--- config.mk ---
export PLATFORM = sky130hd
export DESIGN_NAME = f8_widen
export DESIGN_NICKNAME = d
export VERILOG_FILES = /design/src/rtl/f8w_pkg.sv /design/src/rtl/f8w_classify.sv /design/src/rtl/f8w_lzc.sv /design/src/rtl/f8w_pack.sv /design/src/rtl/f8_widen.sv
export SDC_FILE = /design/constraint.sdc
export NUM_CORES = 1
export LEC_CHECK = 0
export ABC_AREA = 1
export BUFFER_PORTS_ARGS = -buffer_cell sky130_fd_sc_hd__buf_2
export CORE_MARGIN = 1.5
export CORE_UTILIZATION = 46
export CTS_BUF_LIST = sky130_fd_sc_hd__clkbuf_8
export DETAILED_ROUTE_END_ITERATION = 8
export PLACE_DENSITY = 0.81
export SLEW_MARGIN = 30
export SYNTH_ARGS = -nofsm -noshare
export SYNTH_HDL_FRONTEND = slang
export SYNTH_SLANG_ARGS = --single-unit
--- constraint.sdc ---
create_clock -name clk -period 1.5 [get_ports clk]
set_input_delay 0.15 -clock clk [delete_from_list [all_inputs] [get_ports clk]]
set_output_delay 0.15 -clock clk [all_outputs]
set_load 0.03 [all_outputs]
--- src/rtl/f8w_pkg.sv ---
package f8w_pkg;

   typedef enum logic [2:0] {
      CLS_ZERO,
      CLS_SUB,
      CLS_NORM,
      CLS_INF,
      CLS_NAN
   } f8w_cls_e;

   localparam int SGL_EW   = 8;
   localparam int SGL_MW   = 23;
   localparam int SGL_W    = 1 + SGL_EW + SGL_MW;
   localparam int SGL_BIAS = 127;
   localparam int SGL_EMAX = 254;

   localparam logic [SGL_W-1:0] SGL_QNAN = 32'h7FC0_0000;

endpackage

--- src/rtl/f8w_classify.sv ---
module f8w_classify
   import f8w_pkg::*;
#(
   parameter int EXP_W = 5,
   parameter int MAN_W = 2,
   localparam int IN_W = 1 + EXP_W + MAN_W
) (
   input  logic [IN_W-1:0]  code,
   output logic             sign,
   output logic [EXP_W-1:0] exp_f,
   output logic [MAN_W-1:0] man_f,
   output f8w_cls_e         cls
);

   logic [IN_W-2:0] mag;

   assign sign  = code[IN_W-1];
   assign mag   = code[IN_W-2:0];
   assign exp_f = code[IN_W-2 -: EXP_W];
   assign man_f = code[MAN_W-1:0];

   always_comb begin
      if (mag == '0) begin
         cls = sign ? CLS_NAN : CLS_ZERO;
      end else if (&mag) begin
         cls = CLS_INF;
      end else if (exp_f == '0) begin
         cls = CLS_SUB;
      end else begin
         cls = CLS_NORM;
      end
   end

endmodule

--- src/rtl/f8w_lzc.sv ---
module f8w_lzc #(
   parameter int MAN_W = 2,
   localparam int LZ_W = $clog2(MAN_W) + 1
) (
   input  logic [MAN_W-1:0] man,
   output logic [LZ_W-1:0]  lz,
   output logic [MAN_W-1:0] frac
);

   generate
      if (MAN_W == 1) begin : g_single
         assign lz   = '0;
         assign frac = '0;
      end else begin : g_scan
         logic             found;
         logic [MAN_W-1:0] shifted;
         always_comb begin
            lz    = '0;
            found = 1'b0;
            for (int i = MAN_W - 1; i >= 0; i--) begin
               if (!found) begin
                  if (man[i]) begin
                     found = 1'b1;
                  end else begin
                     lz = lz + LZ_W'(1);
                  end
               end
            end
            shifted = man << lz;
            frac    = shifted << 1;
         end
      end
   endgenerate

endmodule

--- src/rtl/f8w_pack.sv ---
module f8w_pack
   import f8w_pkg::*;
#(
   parameter int MAN_W = 2
) (
   input  logic              sign,
   input  f8w_cls_e          cls,
   input  logic [SGL_EW-1:0] exp_o,
   input  logic [MAN_W-1:0]  frac,
   output logic [SGL_W-1:0]  word
);

   always_comb begin
      case (cls)
         CLS_ZERO: word = '0;
         CLS_NAN:  word = SGL_QNAN;
         CLS_INF:  word = {sign, {SGL_EW{1'b1}}, {SGL_MW{1'b0}}};
         default:  word = {sign, exp_o, frac, {(SGL_MW-MAN_W){1'b0}}};
      endcase
   end

endmodule

--- src/rtl/f8_widen.sv ---
module f8_widen
   import f8w_pkg::*;
#(
   parameter int EXP_W = 5,
   parameter int MAN_W = 2,
   parameter int BIAS  = 16,
   localparam int IN_W = 1 + EXP_W + MAN_W
) (
   input  logic             clk,
   input  logic             rst,
   input  logic             in_vld,
   input  logic [IN_W-1:0]  in_code,
   output logic             out_vld,
   output logic [SGL_W-1:0] out_word
);

   localparam int LZ_W     = $clog2(MAN_W) + 1;
   localparam int OFS      = SGL_BIAS - BIAS;
   localparam int EXP_HIGH = (2 ** EXP_W - 1) + OFS;
   localparam int EXP_LOW  = OFS - (MAN_W - 1);

   if (EXP_W < 2) begin : g_bad_exp
      $error("f8_widen: EXP_W must be at least 2");
   end
   if (MAN_W < 1 || MAN_W >= SGL_MW) begin : g_bad_man
      $error("f8_widen: MAN_W out of range");
   end
   if (EXP_HIGH > SGL_EMAX || EXP_LOW < 1) begin : g_bad_range
      $error("f8_widen: exponent range does not fit single precision");
   end

   logic              sign;
   logic [EXP_W-1:0]  exp_f;
   logic [MAN_W-1:0]  man_f;
   f8w_cls_e          cls;
   logic [LZ_W-1:0]   lz;
   logic [MAN_W-1:0]  nfrac;
   logic [SGL_EW-1:0] exp_o;
   logic [MAN_W-1:0]  frac_o;
   logic [SGL_W-1:0]  word_nxt;

   f8w_classify #(.EXP_W(EXP_W), .MAN_W(MAN_W)) u_classify (
      .code  (in_code),
      .sign  (sign),
      .exp_f (exp_f),
      .man_f (man_f),
      .cls   (cls)
   );

   f8w_lzc #(.MAN_W(MAN_W)) u_lzc (
      .man  (man_f),
      .lz   (lz),
      .frac (nfrac)
   );

   always_comb begin
      if (cls == CLS_SUB) begin
         exp_o  = SGL_EW'(OFS) - SGL_EW'(lz);
         frac_o = nfrac;
      end else begin
         exp_o  = SGL_EW'(exp_f) + SGL_EW'(OFS);
         frac_o = man_f;
      end
   end

   f8w_pack #(.MAN_W(MAN_W)) u_pack (
      .sign  (sign),
      .cls   (cls),
      .exp_o (exp_o),
      .frac  (frac_o),
      .word  (word_nxt)
   );

   always_ff @(posedge clk) begin
      if (rst) begin
         out_vld  <= 1'b0;
         out_word <= '0;
      end else begin
         out_vld <= in_vld;
         if (in_vld) begin
            out_word <= word_nxt;
         end
      end
   end

endmodule

**After elaboration in Yosys (flattened, before gate mapping)**

Cells that the tools add are included.

- Bits in registers: 33
- Latch bits: 0
- Bits of input ports: 11
- Memory bits (writable): 0
- Memories kept: 0
- Logic and storage cells: 24
- Memory bits (read-only): 0
- Output and inout port bits: 33

- Bitwise gates (word level): 0
- Reduce and logical (&&, ||, !) cells: 4
- Div/mod/pow operators: 0
- Shift operators: 1
- Muxes and demuxes: 11
- Add/subtract/negate cells: 3
- Equal/unequal tests: 3
- $lt $le $gt $ge: 0
- Multipliers: 0

Operator list:

| operator | number |
|---|---|
| $pmux 32 s3 | 1 |
| $mux 3 | 3 |
| $add 5x7->8 const B | 1 |
| $mux 2 | 4 |
| $mux 8 | 1 |
| $sub 7x2->8 const A | 1 |
| $logic_not 7->1 | 1 |
| $reduce_and 7->1 | 1 |
| $logic_not 5->1 | 1 |
| $eq 3x1->1 const B | 1 |
| $eq 3x2->1 const B | 1 |
| $eq 3x3->1 const B | 1 |
| $logic_not 3->1 | 1 |
| $add 1x1->2 const B | 1 |
| $mux 1 | 2 |
| $shl 2x2->1 | 1 |

**Logic depth before layout (Yosys ltp)**

- Word-level depth: 7
- Mapped depth: 9
- Gate-level depth less buffers: 9

**By module**

Synthesis repeated with hierarchy kept, for this count alone.

- Cell total of the unflattened synthesis: 262
- Area total of the unflattened synthesis: 1926.8 sq um

By module, submodules not included:

| module | cells an instance | instances | sequential area each (sq um) | area an instance (sq um) |
|---|---|---|---|---|
| f8_widen | 179 | 1 | 660.6 | 1441.4 |
| f8w_pack | 52 | 1 | 0.0 | 301.5 |
| f8w_classify | 24 | 1 | 0.0 | 151.4 |
| f8w_lzc | 7 | 1 | 0.0 | 32.5 |

**Least setup slack after synthesis**

OpenSTA, ideal clock, no wires.

- Kind: input to register
- Start: input in_code[2]
- End: register out_word[22]
- Data arrival time: 0.984 ns
- Data required time: 1.383 ns
- Buffers on the path: 0
- Stages: 9
- Slack: 0.399 ns
- Setup time: 0.117 ns
- Path through: inv_1 ha_1 inv_1 nor2_2 nand3_2 nand2_2 nor2_1 nor2_1 nor2_1

- Cells in the longest elaborated chain, start to end: 7
- Elaborated cells between the ends (all ways): 12
- Those cells by class: 3 x eq/ne; 5 x mux; 4 x reduce/logical

Ends and longest elaborated chain:

| item | line | source |
|---|---|---|
| start: declaration | f8_widen.sv:12 | `input logic [IN_W-1:0] in_code,` |
| $logic_not 5->1 | f8w_classify.sv:27 | `end else if (exp_f == '0) begin` |
| $mux 2 | f8w_classify.sv:27 |  |
| $mux 3 | f8w_classify.sv:25 | `end else if (&mag) begin` |
| $mux 3 (*) | f8w_classify.sv:23 | `if (mag == '0) begin` |
| $eq 3x1->1 | f8_widen.sv:57 | `if (cls == CLS_SUB) begin` |
| $mux 2 | f8_widen.sv:57 |  |
| $pmux 32 s3 (*) | f8w_pack.sv:14 | `case (cls)` |
| end signal: assignment | f8_widen.sv:81 | `out_word <= word_nxt;` |
| end: declaration | f8_widen.sv:14 | `output logic [SGL_W-1:0] out_word` |

Mark *: on every way between the ends. The rest lies on a longest branch, timed or not.
A chain may end at the register's enable or synchronous reset.

**Final worst setup path**

Ends and elaborated chain as after synthesis.

==> qor.yml <==
detailed_routing:
  routedWlPerCell_um: 8.96
  vias_per_cell: 4.29
  drt_wl_total_um: 1510
  first_pass_iters: 4
  drc: 0
  drtIter0Drc: 17
  wl_met3_um: 98
  vias: 721
  m1WireLength_um: 658
  detail-route-antenna-nets: 0
  wl_met2_um: 731
  top_layer: "met4"
yosys:
  netlist_area_um2: 856
  synth_largest_area_cell: "dfxtp_1"
  syn-instance-count: 119
  synth_most_common_cell: "buf_4"
  synth_commonest_cells: "21 x buf_4, 17 x nand2_1, 12 x dfxtp_1, 12 x inv_1, 11 x o21ai_0"
  ys_warn_count: 0
  ys_top_cells_by_area: "dfxtp_1 28%, buf_4 18%, nand2_1 7.5%"
  synthArstFlopShare: 0
  synth_edf_count: 0
  synth_top_area_frac: 0.281
  yosys_register_bits: 12
  avgSynthCellArea_um2: 7.19
  ys_seq_area_frac: 0.281
  synth_cell_types: 20
  synth_flop_cell: "dfxtp_1"
critical_path:
  crit_chain: "buf_2 > inv_1 > ha_1 > inv_1 > nor2_2 > nand3_2 > nand2_2 > nor2_1 > nor2_1 > nor2_1"
  critPathMaxStageDelay_ps: 180
  reg2regPathDepth: 2
  cp_common_cell: "nor2_1"
  reg2reg_slack_ps: 840
  cp_slowest_cell: "nor2_2"
  cp-end-kind: "register"
  critPathLaunchType: "input pin"
  arrival_ps: 1230
  critPathKind: "in2reg"
  cp_max_fo: 5
  r2r_end: "out_word[26]"
  r2r_start: "out_word[26]"
  cp.required_ps: 1630
pwr:
  cellInternalPower_w: 0.000632
  comb_power_share: 0.269
  leakagePower_nw: 0.539
  switching_share: 0.335
  powerDensity_nw_per_um2: 986
  seq_power_share: 0.370
  pwr-share-clk: 0.361
  power.switching_w: 0.000319
  power_w: 0.000951
  ir_drop_mv: 0.469
hold_path:
  hold_path_startpoint: "rst"
  whs_path_depth: 2
  holdCritPathClass: "in2reg"
  worst_hold_path.endpoint: "out_vld"
clocking:
  cts.clk_slew.worst_paths_ps: 50
  cts_tree: "done"
  postCtsSetupBuffers: 0
  root_buffer: "clkbuf_8"
  cts_hold_buf: 0
  cts_max_level: 1
  clk_latency_ps: 240
  cts_sinks: 12
  cts_buffer_depth: 2
  ctsResizeCount: 0
  numCtsBuffers: 3
finish:
  fin_area_um2: 965
  n_antenna_cell: 0
  syn_to_final_growth_pct: 12.7
  layout-drive-gt1-share: 0.301
  seqCellArea_um2: 240
  final_nets: 158
  multi_input_area_um2: 479
  fillers: 178
timing:
  timing.setup.tns_ps: 0
  setup_viol: 0
  finalCritPeriodShare: 0.735
  fmax_mhz: 906
  min_period_ps: 1100
  rsz0062_at_grt: "no"
  fin_skew_ps: 0
  hold_violations: 0
  drv_slew: 0
grt:
  grt_pass1_vias: 583
  grt_pass1_wl_um: 2220
  grt_max_degree: 17
  gr-total-overflow: 0
  antenna_found_initial: 0
  track_usage: 0.147
floorplan:
  die_h_um: 46.1
  fp.dieW_um: 46.1
  dieArea_um2: 2130
  num_io_pins: 44
  initial_core_util: 0.490
  rows: 15
  coreArea_um2: 1750
run_status:
  status: "finished, final reports clean"
flow_run:
  cap_violations: 0
placed_design:
  gp_congestion: 0.858
  hpwl_um: 1230
  port_buffers: 22
  postPlaceCellArea_um2: 910
[power groups by stage]
stage | sequential, W | clock, W | combinational [W]
floorplan | 0.000405 | 0 | 0.000191
CTS | 0.000352 | 0.000347 | 0.000255
finish | 0.000352 | 0.000344 | 0.000256
global placement | 0.000357 | 0 | 0.000252
detailed placement | 0.000358 | 0 | 0.000254
global route | 0.000354 | 0.000361 | 0.000278
[layout make-up]
class | count | share of cell area
flip-flops and latches | 12 | 0.249
clock buffers | 4 | 0.0571
repair buffers | 22 | 0.114
well taps | 25 | 0.0324
multi-input cells | 92 | 0.497
inverters | 13 | 0.0506
[worst max-delay path by stage]
stage / start / end / cells after the start
after floorplan: in_code[2] / out_word[22] / 9
after global routing: in_code[2] / out_word[22] / 10
after global placement: in_code[2] / out_word[22] / 10
after detailed placement: in_code[2] / out_word[22] / 10
after CTS: in_code[2] / out_word[22] / 10
final: in_code[2] / out_word[22] / 10
[metrics by stage]
step | instances | util | hold WS (ps) | worst slack (ps)
floorplan | 139 | - | 222 | 399
global placement | 164 | 0.521 | 339 | 191
detailed placement | 164 | 0.521 | 346 | 131
CTS | 168 | 0.553 | 99.3 | 393
finish | 168 | 0.553 | 98.9 | 397
global route | 168 | 0.553 | 101 | 277
[registers in the layout (all words and copies together) (netlist names)]
register,flops
out_vld,1
out_word,11
[critical path, delay by kind of cell]
family,cells,cell delay [ps]
AND/OR/NAND/NOR,6,650
buffers and inverters,3,260
adder cells (fa/ha/maj),1,160
[cells in the final DEF, fill, tap and decap left out, types with 2 or more instances in the layout]
| cell | synthesis | routed |
|---|---|---|
| buf_2 | 1 | 22 |
| conb_1 | 1 | 21 |
| nand2_1 | 17 | 17 |
| inv_1 | 12 | 12 |
| dfxtp_1 | 12 | 12 |
| o21ai_0 | 11 | 11 |
| nor2_1 | 10 | 10 |
| nand3_1 | 8 | 8 |
| a21oi_2 | 6 | 6 |
| nand2_2 | 4 | 4 |
| clkbuf_8 | 0 | 4 |
| o21ai_1 | 3 | 3 |
| ha_1 | 3 | 3 |
| nor2_2 | 2 | 2 |
| nor2_4 | 2 | 2 |
| a21oi_1 | 2 | 2 |
[layer usage]
| metal | global-route usage | vias to the layer above |
|---|---|---|
| met1 | 0.183 | 298 |
| li1 | - | 387 |
| met2 | 0.236 | 33 |
| met5 | 0 | - |
| met4 | 0.0857 | 0 |
| met3 | 0.0235 | 3 |
[logic make-up (layout without fill, tap and decap cells)]
family,Yosys count,in the layout,share of synthesized area
AND/OR/NAND/NOR,46,46,0.269
buffers and inverters,35,39,0.247
AO/OA/AOI/OAI,22,22,0.155
flip-flops,12,12,0.281
adder cells (fa/ha/maj),3,3,0.0439
other,1,21,0.00438
No activity file was read; power rests on OpenSTA's default activity.
